`src/rtl/rfsh_pkg.sv`:
```
// Shared constants and helpers for the refresh interval timer.
// Assumes the register data width is at least 8 bits.
package rfsh_pkg;
    localparam int PRE_W    = 12;   // prescaler width, covers the largest ratio
    localparam int EN_BIT   = 3;
    localparam int FLAG_BIT = 7;

    typedef enum logic [1:0] {
        RA_CTRL = 2'd0,
        RA_CNT  = 2'd1,
        RA_CST  = 2'd2,
        RA_NONE = 2'd3
    } rfsh_addr_e;

    // log2 of the divide ratio chosen by a clock-select code (0 = stopped)
    function automatic int div_log2(input logic [2:0] code);
        if (code == 3'd0) return 0;
        if (code == 3'd7) return PRE_W;
        return 2 * int'(code) - 1;
    endfunction
endpackage

```
`src/rtl/rfsh_prescaler.sv`:
```
// Power-of-two prescaler: emits a one-cycle tick every 2^div_log2(cks) cycles.
// Assumes restart is pulsed when the select code changes; code 0 holds it at zero.
module rfsh_prescaler
    import rfsh_pkg::*;
#(
    parameter int PW = PRE_W
) (
    input  logic       clk,
    input  logic       rst_n,
    input  logic [2:0] cks,
    input  logic       restart,
    output logic       tick
);
    logic [PW-1:0] presc;
    logic [PW-1:0] mask;
    int            lg;

    // Build the low-bit mask for the selected ratio
    always_comb begin
        lg = div_log2(cks);
        for (int i = 0; i < PW; i++) mask[i] = (i < lg);
    end

    // Free-running divide counter, cleared on restart or while stopped
    always_ff @(posedge clk) begin
        if (!rst_n)                     presc <= '0;
        else if (restart || cks == 3'd0) presc <= '0;
        else                            presc <= presc + PW'(1);
    end

    assign tick = (cks != 3'd0) && ((presc & mask) == mask);

    AST_TICK_AFTER_RESTART: assert property (@(posedge clk) disable iff (!rst_n)
        (restart && cks != 3'd1) |=> !tick);
endmodule

```
`src/rtl/rfsh_counter.sv`:
```
// Interval counter: advances on tick, returns to zero when counter+1 meets the constant.
// Assumes a register write may override the count in any cycle.
module rfsh_counter #(
    parameter int CW = 8
) (
    input  logic          clk,
    input  logic          rst_n,
    input  logic          tick,
    input  logic [CW-1:0] cst,
    input  logic          wr_en,
    input  logic [CW-1:0] wr_data,
    output logic [CW-1:0] cnt,
    output logic          match
);
    logic [CW-1:0] nxt;

    assign nxt   = cnt + CW'(1);
    assign match = tick && (nxt == cst);

    // Counter update: write first, then match clear, then advance
    always_ff @(posedge clk) begin
        if (!rst_n)      cnt <= '0;
        else if (wr_en)  cnt <= wr_data;
        else if (match)  cnt <= '0;
        else if (tick)   cnt <= nxt;
    end

    AST_HOLD_NO_TICK: assert property (@(posedge clk) disable iff (!rst_n)
        (!tick && !wr_en) |=> $stable(cnt));
    AST_MATCH_ZERO: assert property (@(posedge clk) disable iff (!rst_n)
        (match && !wr_en) |=> (cnt == '0));
endmodule

```
`src/rtl/rfsh_req_hold.sv`:
```
// Holds the refresh request and counts intervals that are not yet acknowledged.
// Assumes ack is honoured only while the request is high.
module rfsh_req_hold #(
    parameter int PEND_W = 2
) (
    input  logic clk,
    input  logic rst_n,
    input  logic match_en,
    input  logic ack,
    output logic req
);
    localparam logic [PEND_W-1:0] PMAX = {PEND_W{1'b1}};

    logic [PEND_W-1:0] pend;
    logic              take;

    assign take = req && ack;
    assign req  = (pend != '0);

    // Pending count: increment on match, decrement on accepted ack, saturate
    always_ff @(posedge clk) begin
        if (!rst_n)                                pend <= '0;
        else if (match_en && !take && pend != PMAX) pend <= pend + PEND_W'(1);
        else if (take && !match_en)                pend <= pend - PEND_W'(1);
    end

    AST_REQ_HOLD: assert property (@(posedge clk) disable iff (!rst_n)
        (req && !ack) |=> req);
    AST_REQ_CAUSE: assert property (@(posedge clk) disable iff (!rst_n)
        $rose(req) |-> $past(match_en));
    AST_PEND_SAT: assert property (@(posedge clk) disable iff (!rst_n)
        (pend == PMAX && !take) |=> (pend == PMAX));
endmodule

```
`src/rtl/rfsh_timer.sv`:
```
// Refresh interval timer top: register port, compare flag, and the three sub-blocks.
// Assumes CNT_W >= 8 so that the control fields fit in one register word.
module rfsh_timer
    import rfsh_pkg::*;
#(
    parameter int CNT_W  = 8,
    parameter int PEND_W = 2
) (
    input  logic             clk,
    input  logic             rst_n,
    input  logic [1:0]       reg_addr,
    input  logic             reg_wr,
    input  logic             reg_rd,
    input  logic [CNT_W-1:0] reg_wdata,
    output logic [CNT_W-1:0] reg_rdata,
    output logic             rfsh_req,
    input  logic             rfsh_ack,
    output logic             cmp_flag
);
    logic [2:0]       cks;
    logic             en;
    logic             armed;
    logic [CNT_W-1:0] cst;
    logic [CNT_W-1:0] cnt;
    logic             tick, match, restart;
    logic             ctrl_wr, ctrl_rd, cnt_wr, cst_wr;

    assign ctrl_wr = reg_wr && (reg_addr == RA_CTRL);
    assign ctrl_rd = reg_rd && (reg_addr == RA_CTRL);
    assign cnt_wr  = reg_wr && (reg_addr == RA_CNT);
    assign cst_wr  = reg_wr && (reg_addr == RA_CST);
    assign restart = ctrl_wr && (reg_wdata[2:0] != cks);

    // Control and constant registers
    always_ff @(posedge clk) begin
        if (!rst_n) begin
            cks <= 3'd0;
            en  <= 1'b0;
            cst <= '0;
        end else begin
            if (ctrl_wr) begin
                cks <= reg_wdata[2:0];
                en  <= reg_wdata[EN_BIT];
            end
            if (cst_wr) cst <= reg_wdata;
        end
    end

    // Compare flag with read-then-write-zero clear; a match wins over a clear
    always_ff @(posedge clk) begin
        if (!rst_n) begin
            cmp_flag <= 1'b0;
            armed    <= 1'b0;
        end else begin
            if (match)
                cmp_flag <= 1'b1;
            else if (ctrl_wr && armed && !reg_wdata[FLAG_BIT])
                cmp_flag <= 1'b0;
            if (ctrl_wr)                 armed <= 1'b0;
            else if (ctrl_rd && cmp_flag) armed <= 1'b1;
        end
    end

    // Register read mux
    always_comb begin
        reg_rdata = '0;
        case (reg_addr)
            RA_CTRL: begin
                reg_rdata[2:0]      = cks;
                reg_rdata[EN_BIT]   = en;
                reg_rdata[FLAG_BIT] = cmp_flag;
            end
            RA_CNT:  reg_rdata = cnt;
            RA_CST:  reg_rdata = cst;
            default: reg_rdata = '0;
        endcase
    end

    rfsh_prescaler #(.PW(PRE_W)) u_pre (
        .clk(clk), .rst_n(rst_n), .cks(cks), .restart(restart), .tick(tick)
    );

    rfsh_counter #(.CW(CNT_W)) u_cnt (
        .clk(clk), .rst_n(rst_n), .tick(tick), .cst(cst),
        .wr_en(cnt_wr), .wr_data(reg_wdata), .cnt(cnt), .match(match)
    );

    rfsh_req_hold #(.PEND_W(PEND_W)) u_req (
        .clk(clk), .rst_n(rst_n), .match_en(match && en),
        .ack(rfsh_ack), .req(rfsh_req)
    );

    AST_FLAG_SET: assert property (@(posedge clk) disable iff (!rst_n)
        match |=> cmp_flag);
    AST_FLAG_CAUSE: assert property (@(posedge clk) disable iff (!rst_n)
        $rose(cmp_flag) |-> $past(match));
endmodule

```
`config.mk`:
```
export PLATFORM = sky130hd
export DESIGN_NAME = rfsh_timer
export DESIGN_NICKNAME = d
export VERILOG_FILES = /design/src/rtl/rfsh_pkg.sv /design/src/rtl/rfsh_prescaler.sv /design/src/rtl/rfsh_counter.sv /design/src/rtl/rfsh_req_hold.sv /design/src/rtl/rfsh_timer.sv
export SDC_FILE = /design/constraint.sdc
export NUM_CORES = 1
export LEC_CHECK = 0
export BUFFER_PORTS_ARGS = -buffer_cell sky130_fd_sc_hd__buf_2
export CELL_PAD_IN_SITES_DETAIL_PLACEMENT = 0
export CELL_PAD_IN_SITES_GLOBAL_PLACEMENT = 2
export CORE_UTILIZATION = 32
export CTS_BUF_LIST = sky130_fd_sc_hd__clkbuf_8
export DETAILED_ROUTE_END_ITERATION = 12
export PLACE_DENSITY_LB_ADDON = 0.05
export SKIP_CTS_REPAIR_TIMING = 1
export SLEW_MARGIN = 5
export SYNTH_ARGS = -nofsm -noshare
export SYNTH_HDL_FRONTEND = slang
export SYNTH_SLANG_ARGS = --single-unit
export TNS_END_PERCENT = 30
```
`constraint.sdc`:
```
create_clock -name clk -period 2.3 [get_ports clk]
set_input_delay 0.69 -clock clk [delete_from_list [all_inputs] [get_ports clk]]
set_output_delay 0.69 -clock clk [all_outputs]
set_load 0.01 [all_outputs]
```
### Word-level counts from Yosys, hierarchy flattened

Cells that the tools add are included.

* register bits: 36
* latch bits: 0
* memory bits (writable): 0
* memory bits (read-only): 0
* input bits: 15
* output and inout port bits: 10
* memories kept: 0

* add/subtract/negate cells: 5
* multiply operators: 0
* div/mod/pow operators: 0
* order comparisons: 12
* equal/unequal tests: 7
* shift-type cells: 0
* multiplexer cells: 16
* bitwise logic cells: 2
* reduce and logical (&&, ||, !) cells: 28

Operators by type and width (count)
* 4-bit by 32-bit < comparator with 1-bit output (first input constant): 4
* 5-bit by 32-bit < comparator with 1-bit output (first input constant): 4
* 3-bit by 32-bit < comparator with 1-bit output (first input constant): 2
* 32-bit 2-to-1 mux: 2
* 1-bit by 32-bit < comparator with 1-bit output (first input constant): 1
* 2-bit by 32-bit < comparator with 1-bit output (first input constant): 1
* 8-bit 2-to-1 mux: 3
* 1-bit logical AND: 15
* 12-bit by 1-bit adder with 12-bit output (second input constant): 1
* 12-bit AND: 1
* 12-bit == test: 1
* 4-bit one-hot mux with 3 select lines: 1
* 8-bit by 1-bit adder with 8-bit output (second input constant): 1
* 8-bit == test: 1
* 3-bit one-hot mux with 2 select lines: 1
* 2-bit nonzero test: 3
* 3-bit nonzero test: 2
* 1-bit 2-to-1 mux: 5
* 4-bit by 1-bit subtractor with 5-bit output (second input constant): 1
* 2-bit 2-to-1 mux: 2
* 4-bit 2-to-1 mux: 1
* 2-bit OR reduction: 2
* 3-bit == test (second input constant): 1
* 1-bit zero test: 3
* 11 further kinds: 11

### Longest topological paths before layout

Gate-level depths: netlist of the first run.

* depth after elaboration: 15
* depth in mapped cells: 9
* gate-level depth less buffers: 7

### Modules after synthesis

Synthesis of the first run repeated with hierarchy kept, for this count alone.

* cells, all modules: 264
* area, all modules: 2243.4 um^2

Modules (own cells, without submodules)
* rfsh_timer: times used 1, cells each 93, area an instance 797.0 um^2, sequential area each 280.3 um^2
* rfsh_counter: times used 1, cells each 91, area an instance 742.0 um^2, sequential area each 160.2 um^2
* rfsh_prescaler: times used 1, cells each 66, area an instance 589.3 um^2, sequential area each 240.2 um^2
* rfsh_req_hold: times used 1, cells each 14, area an instance 115.1 um^2, sequential area each 40.0 um^2

### Worst setup path after synthesis of the first run

OpenSTA, ideal clock, no wires.

* path type: input port to output port
* start point: input port reg_addr[0]
* end point: output port reg_rdata[2]
* data arrival time: 1.721 ns
* slack: -0.111 ns
* stages on the path: 6
* cell sequence: inv_1 ha_1 clkbuf_1 clkbuf_1 a222oi_1 nor2_1

* longest elaborated chain between the ends: 2
* elaborated cells on any way between the ends: 4

RTL lines
* from (decl): line rfsh_timer.sv:11 `input logic [1:0] reg_addr,`
* 2-bit == test, or another cell as far along: line rfsh_timer.sv:67 `case (reg_addr)`
* 4-bit one-hot mux with 3 select lines (*): line rfsh_timer.sv:67
* to (decl): line rfsh_timer.sv:15 `output logic [CNT_W-1:0] reg_rdata,`

Mark *: on every way between the ends. The rest lies on a longest branch, timed or not.

### Final worst setup path of the first run

* start point: input port reg_addr[0]
* end point: output port reg_rdata[4]

* longest elaborated chain between the ends: 2
* elaborated cells on any way between the ends: 3

RTL lines (line)
* 2-bit == test or 2-bit by 1-bit == test with 1-bit output (tied branches): rfsh_timer.sv:67
* 3-bit one-hot mux with 2 select lines (*): rfsh_timer.sv:67

Marked as above.

==> flow_summary.ini, run 1 <==
[logic_synthesis]
synth_adder_area_share_pct = 3.31
syn_inst = 282
ys_seq_area_share_pct = 31.8
synth_cell_types = 53
syn-cell-area_um2 = 2270
synth_seq_cells = 36
synth_mux_area_share_pct = 0
synth_top_family_by_area = simple AND/OR/NAND/NOR gates
synthSimpleGateAreaFrac_pct = 26.4
syn-num-nets = 303
async_flop_share_pct = 0
yosysWarnings = 0
synth-edff-count = 0
synth_flop_cell = dfxtp_1
synth_xor_area_share_pct = 8.50
synth_compound_area_share_pct = 22.6
avgSynthCellArea_um2 = 8.04

[global_routing]
grt_usage_pct = 18.6
grt_overflow = 0
first_global_vias = 2064
grt_start_max_net_pins = 19
antenna_found_initial = 0
grt_pass1_wl_um = 10700

[clock_tree]
root_buffer = clkbuf_8
cts.sink_count = 36
clock_latency_ns = 0.30
cts_tree = done
clkSlewWorstSetupHoldPaths_ns = 0.08
clockBufferDepth = 2
htree_levels = 2
cts-buffers-inserted = 5

[worst_setup_path]
cp-endpoint = reg_rdata[4]
worstReg2RegEnd = u_cnt.cnt[4]$_SDFFE_PN0P_
ff2ff_setup_slack_ns = 0.20
crit_start = reg_addr[0]
start_kind = primary input
crit_fanout = 6
rr_worst_depth = 8
cp.arrival_ns = 1.58
required_ns = 1.61
reg2reg_from = u_cnt.cnt[0]$_SDFFE_PN0P_
critPathCaptureType = primary output
path_class = in -> out

[pwr]
ir_drop_mv = 0.222
powerDensity_nw_per_um2 = 533
p_leak_nw = 1.06

[timing]
rsz0062_at_grt = true
setup_viol = 0
fin_skew_ns = 0.0105
period_share_pct = 98.6
fmax_mhz = 441
worst_slack_ns = 0.0327
hold_violations = 0
finalMaxSlewViolations = 0
worst_pin_slew_ns = 0.446
min_period_ns = 2.27
relSlewSlack_pct = 69.8
whs_ns = 0.499

[finish]
final_area_um2 = 2860
antennaDiodeCount = 0
area_delta_synth_final_pct = 26.1
final_cell_mix = dfxtp_1, nand2_1, buf_4, nand3_1, nor2_1
drive_gt1_share_pct = 26.4
nets = 350
fillCellCount = 732
final_common_cell = dfxtp_1
final_util_pct = 41.8

[run]
cap_violations = 0

[drt]
vias = 2166
post_drt_via_cell_ratio = 5.08
routed_wl_um = 6520
drc = 0
routedWlPerCell_um = 15.3
drtIter0Drc = 88
ant_nets = 0
dr.pass1.iters = 5

[floorplan]
die_h_um = 86.2
die_w_um = 86.2
start_util_pct = 33.2
core_um2 = 6830
io_pins = 25
num_rows = 30
fp.dieArea_um2 = 7430

[placed_design]
pre_cts_ws_ns = -0.129
hpwl_um = 4960
placed_area_um2 = 2610
gp_congestion = 0.767
port_buffers = 24

[run_status]
status = finished clean

[worst_hold_path]
hold_path_depth = 2
min_path_type = reg -> reg
cells in the mapped netlist (all sizes together) (2+ instances only):
| master | instances | area [µm²] |
|---|---|---|
| nor2b | 4 | 25.0 |
| nor4 | 3 | 33.8 |
| and2 | 3 | 20.0 |
| xor2 | 9 | 78.8 |
| ha | 6 | 75.1 |
| dfxtp | 36 | 721 |
| nor3 | 3 | 15.0 |
| or3 | 2 | 12.5 |
| buf | 7 | 65.1 |
| a222oi | 5 | 50.1 |
| a22oi | 3 | 22.5 |
| or2 | 2 | 12.5 |
| o31a | 2 | 18.8 |
| a31oi | 13 | 81.3 |
| nand4b | 2 | 17.5 |
| nand3b | 2 | 15.0 |
| o21a | 2 | 15.0 |
| nand3 | 26 | 130 |
| and3 | 5 | 37.5 |
| o21ai | 17 | 85.1 |
| nand2b | 2 | 12.5 |
| nor2 | 24 | 90.1 |
| nand4 | 2 | 18.8 |
| a21oi | 5 | 25.0 |
| nand2 | 33 | 124 |
| xnor2 | 13 | 114 |
| a21boi | 13 | 97.6 |
| inv | 9 | 33.8 |
| clkbuf | 13 | 68.8 |
| o311ai | 2 | 17.5 |
cell families after synthesis:
logic type               count (synthesis)
AO/OA/AOI/OAI                           72
XOR/XNOR                                22
adder cells (fa/ha/maj)                  6
buffers and inverters                   29
flip-flops                              36
AND/OR/NAND/NOR                        117
cell type report:
cell class              instances  area (µm²)  area share, %
clock buffers                   5        68.8           2.41
clock inverters                 3        38.8           1.36
inverters                       9        41.3           1.44
multi-input cells             217        1440           50.5
flip-flops and latches         36         721           25.2
well taps                      96         120           4.20
repair buffers                 60         427           14.9
power breakdown:
group / total [W] / internal [W] / switching (W)
logic: 0.000284 / 0.000135 / 0.000149
registers: 0.000671 / 0.000643 / 0.0000286
clock network: 0.000569 / 0.000318 / 0.000251
critical path, stage by stage:
cell and delay (ns):
buf_8 0.09, inv_6 0.04, ha_4 0.18, buf_6 0.12, buf_6 0.11, a22oi_2 0.15, nor2b_1 0.06, buf_2 0.14
sequential cells by signal (all words and copies together), names as in the netlist:
name	flops
cks	3
u_req.pend	2
cmp_flag	1
u_pre.presc	12
u_cnt.cnt	8
en	1
cst	8
armed	1
stage by stage:
stage          std cells  power, W  setup TNS [ns]
4_1_cts              419   0.00151          -0.685
6_report             426   0.00152               0
3_3_place_gp         411  0.000941          -0.477
2_1_floorplan        282  0.000843               0
3_5_place_dp         411  0.000940          -0.674
5_1_grt              426   0.00160         -0.0832
routing by layer:
layer | track usage, % | wire length, µm | vias up
met1 | 25.0 | 3220 | 1021
met3 | 2.95 | 162 | 9
met5 | 0 | 0 | -
met4 | 6.06 | 108 | 0
met2 | 30.4 | 3040 | 34
li1 | - | - | 1102
how the worst min path moves through the flow:
stage,endpoint,slack (ns),startpoint
3_5_place_dp,u_pre.presc[0]$_SDFF_PP0_,0.48,u_pre.presc[0]$_SDFF_PP0_
6_report,en$_SDFFE_PN0P_,0.50,en$_SDFFE_PN0P_
4_1_cts,u_pre.presc[0]$_SDFF_PP0_,0.50,u_pre.presc[0]$_SDFF_PP0_
3_3_place_gp,armed$_SDFFE_PP0P_,0.48,armed$_SDFFE_PP0P_
5_1_grt,u_pre.presc[0]$_SDFF_PP0_,0.53,u_pre.presc[0]$_SDFF_PP0_
2_1_floorplan,u_pre.presc[0]$_SDFF_PP0_,0.45,u_pre.presc[0]$_SDFF_PP0_
No activity file was read; power rests on OpenSTA's default activity.
==> run 2, diff against run 1 <==
- PLACE_DENSITY_LB_ADDON: 0.05 -> 0.1
==> flow_summary.ini, run 2 (synthesis results as in run 1) <==
[finish]
multi_input_area_um2 = 1430
largest-register = u_pre.presc
final_cell_mix = dfxtp_1, nand2_1, buf_4, nand3_1, nor2_1
antennaDiodeCount = 0
nets = 347
final_util_pct = 41.0
largest_reg_flops = 12
area_delta_synth_final_pct = 23.5
ff_latch_area_um2 = 721
fillCellCount = 747
top_regs = u_pre.presc (12), cst (8), u_cnt.cnt (8)
drive_gt1_share_pct = 24.8
final_common_cell = dfxtp_1

[pwr]
internal-power_w = 0.00104
seq_power_share_pct = 45.8
ir_drop_mv = 0.283
powerDensity_nw_per_um2 = 521
p_sw_w = 0.000418
sw_frac_of_total_pct = 28.7
power_frac_clock_pct = 34.9
p_leak_nw = 1.03
p_comb_share_pct = 19.3

[drt]
dr.pass1.iters = 4
vias = 2159
drc = 0
routed_wl_um = 6580
post_drt_via_cell_ratio = 5.12
drtIter0Drc = 135
routedWlPerCell_um = 15.6
ant_nets = 0

[global_routing]
first_global_vias = 2015
antenna_found_initial = 0
gr-max-usage-layer = met2
use_met1_pct = 25.6
grt_pass1_wl_um = 10700
gr-usage-met3_pct = 3.62
grt_usage_pct = 18.7
grt_overflow = 0
grt_start_max_net_pins = 20
met2_usage_pct = 29.9

[timing]
min_period_ns = 2.28
fin_skew_ns = 0.00672
rsz0062_at_grt = true
worst_pin_slew_ns = 0.444
relSlewSlack_pct = 70.2
period_share_pct = 99.1
worst_slack_ns = 0.0211
fmax_mhz = 439
finalMaxSlewViolations = 0
whs_ns = 0.500
hold_violations = 0
setup_viol = 0

[floorplan]
core_um2 = 6830
die_h_um = 86.2
io_pins = 25
num_rows = 30
die_w_um = 86.2
fp.dieArea_um2 = 7430
start_util_pct = 33.2

[clock_tree]
cts_tree = done
cts-buffers-inserted = 5
cts.sink_count = 36
clock_latency_ns = 0.28
root_buffer = clkbuf_8
clkSlewWorstSetupHoldPaths_ns = 0.08
htree_levels = 2
clockBufferDepth = 2

[run_status]
status = finished clean

[placed_design]
pre_cts_ws_ns = -0.116
hpwl_um = 4920
port_buffers = 24
gp_congestion = 0.748

[worst_hold_path]
min_path_type = reg -> reg

[run]
cap_violations = 0

[worst_setup_path]
crit_fanout = 7
required_ns = 1.61
critPathCaptureType = primary output
cp.arrival_ns = 1.59
path_class = in -> out
start_kind = primary input
-- run 2: cell types whose count changed in the layout (fill, tap and decap cells not counted), moves of 2 or more --
cell / before / now
a22oi_1: 0 / 3
a22oi_2: 3 / 0
buf_6: 3 / 1
clkbuf_8: 5 / 7
-- run 2: worst paths after layout --
path                                           startpoint                    endpoint  slack, ns  cells past startpoint
worst max-delay path                          reg_addr[0]                reg_rdata[3]       0.02                      6
worst min-delay path                   armed$_SDFFE_PP0P_          armed$_SDFFE_PP0P_       0.50                      2
worst max register to register  u_cnt.cnt[0]$_SDFFE_PN0P_  u_req.pend[1]$_SDFFE_PN0P_       0.16                      9
worst min register to register         armed$_SDFFE_PP0P_          armed$_SDFFE_PP0P_       0.50                      2
-- run 2: power by group through the flow --
| stage | Clock (W) | Combinational [W] | Sequential [W] |
|---|---|---|---|
| after floorplan | 0 | 0.000169 | 0.000674 |
| after global placement | 0 | 0.000260 | 0.000684 |
| after detailed placement | 0 | 0.000259 | 0.000683 |
| after CTS | 0.000522 | 0.000261 | 0.000668 |
| after global routing | 0.000553 | 0.000309 | 0.000672 |
| final | 0.000509 | 0.000282 | 0.000668 |
-- run 2: area by class of cell --
type	instances	share of cell area, %
multi-input cells	217	50.9
clock buffers	7	3.44
flip-flops and latches	36	25.7
inverters	9	1.47
repair buffers	57	14.2
well taps	96	4.29
-- run 2: layer usage --
metal	up-vias	wire, µm
met5	-	0
met4	0	128
met3	11	319
met2	56	2990
met1	991	3140
li1	1101	-
-- run 2: metrics by stage --
stage	setup TNS, ns	total power [W]	instance area (µm²)	cells
finish	0	0.00146	2800	422
global route	-0.176	0.00153	2800	422
CTS	-0.678	0.00145	2700	418
detailed placement	-0.559	0.000942	2610	411
global placement	-0.484	0.000944	2610	411
floorplan	0	0.000843	2290	282
-- run 2: worst max-delay path, cell delays in order --
cell and delay [ns]:
buf_8 0.09, inv_6 0.04, ha_4 0.17, a222oi_1 0.37, nor2_1 0.08, buf_2 0.14
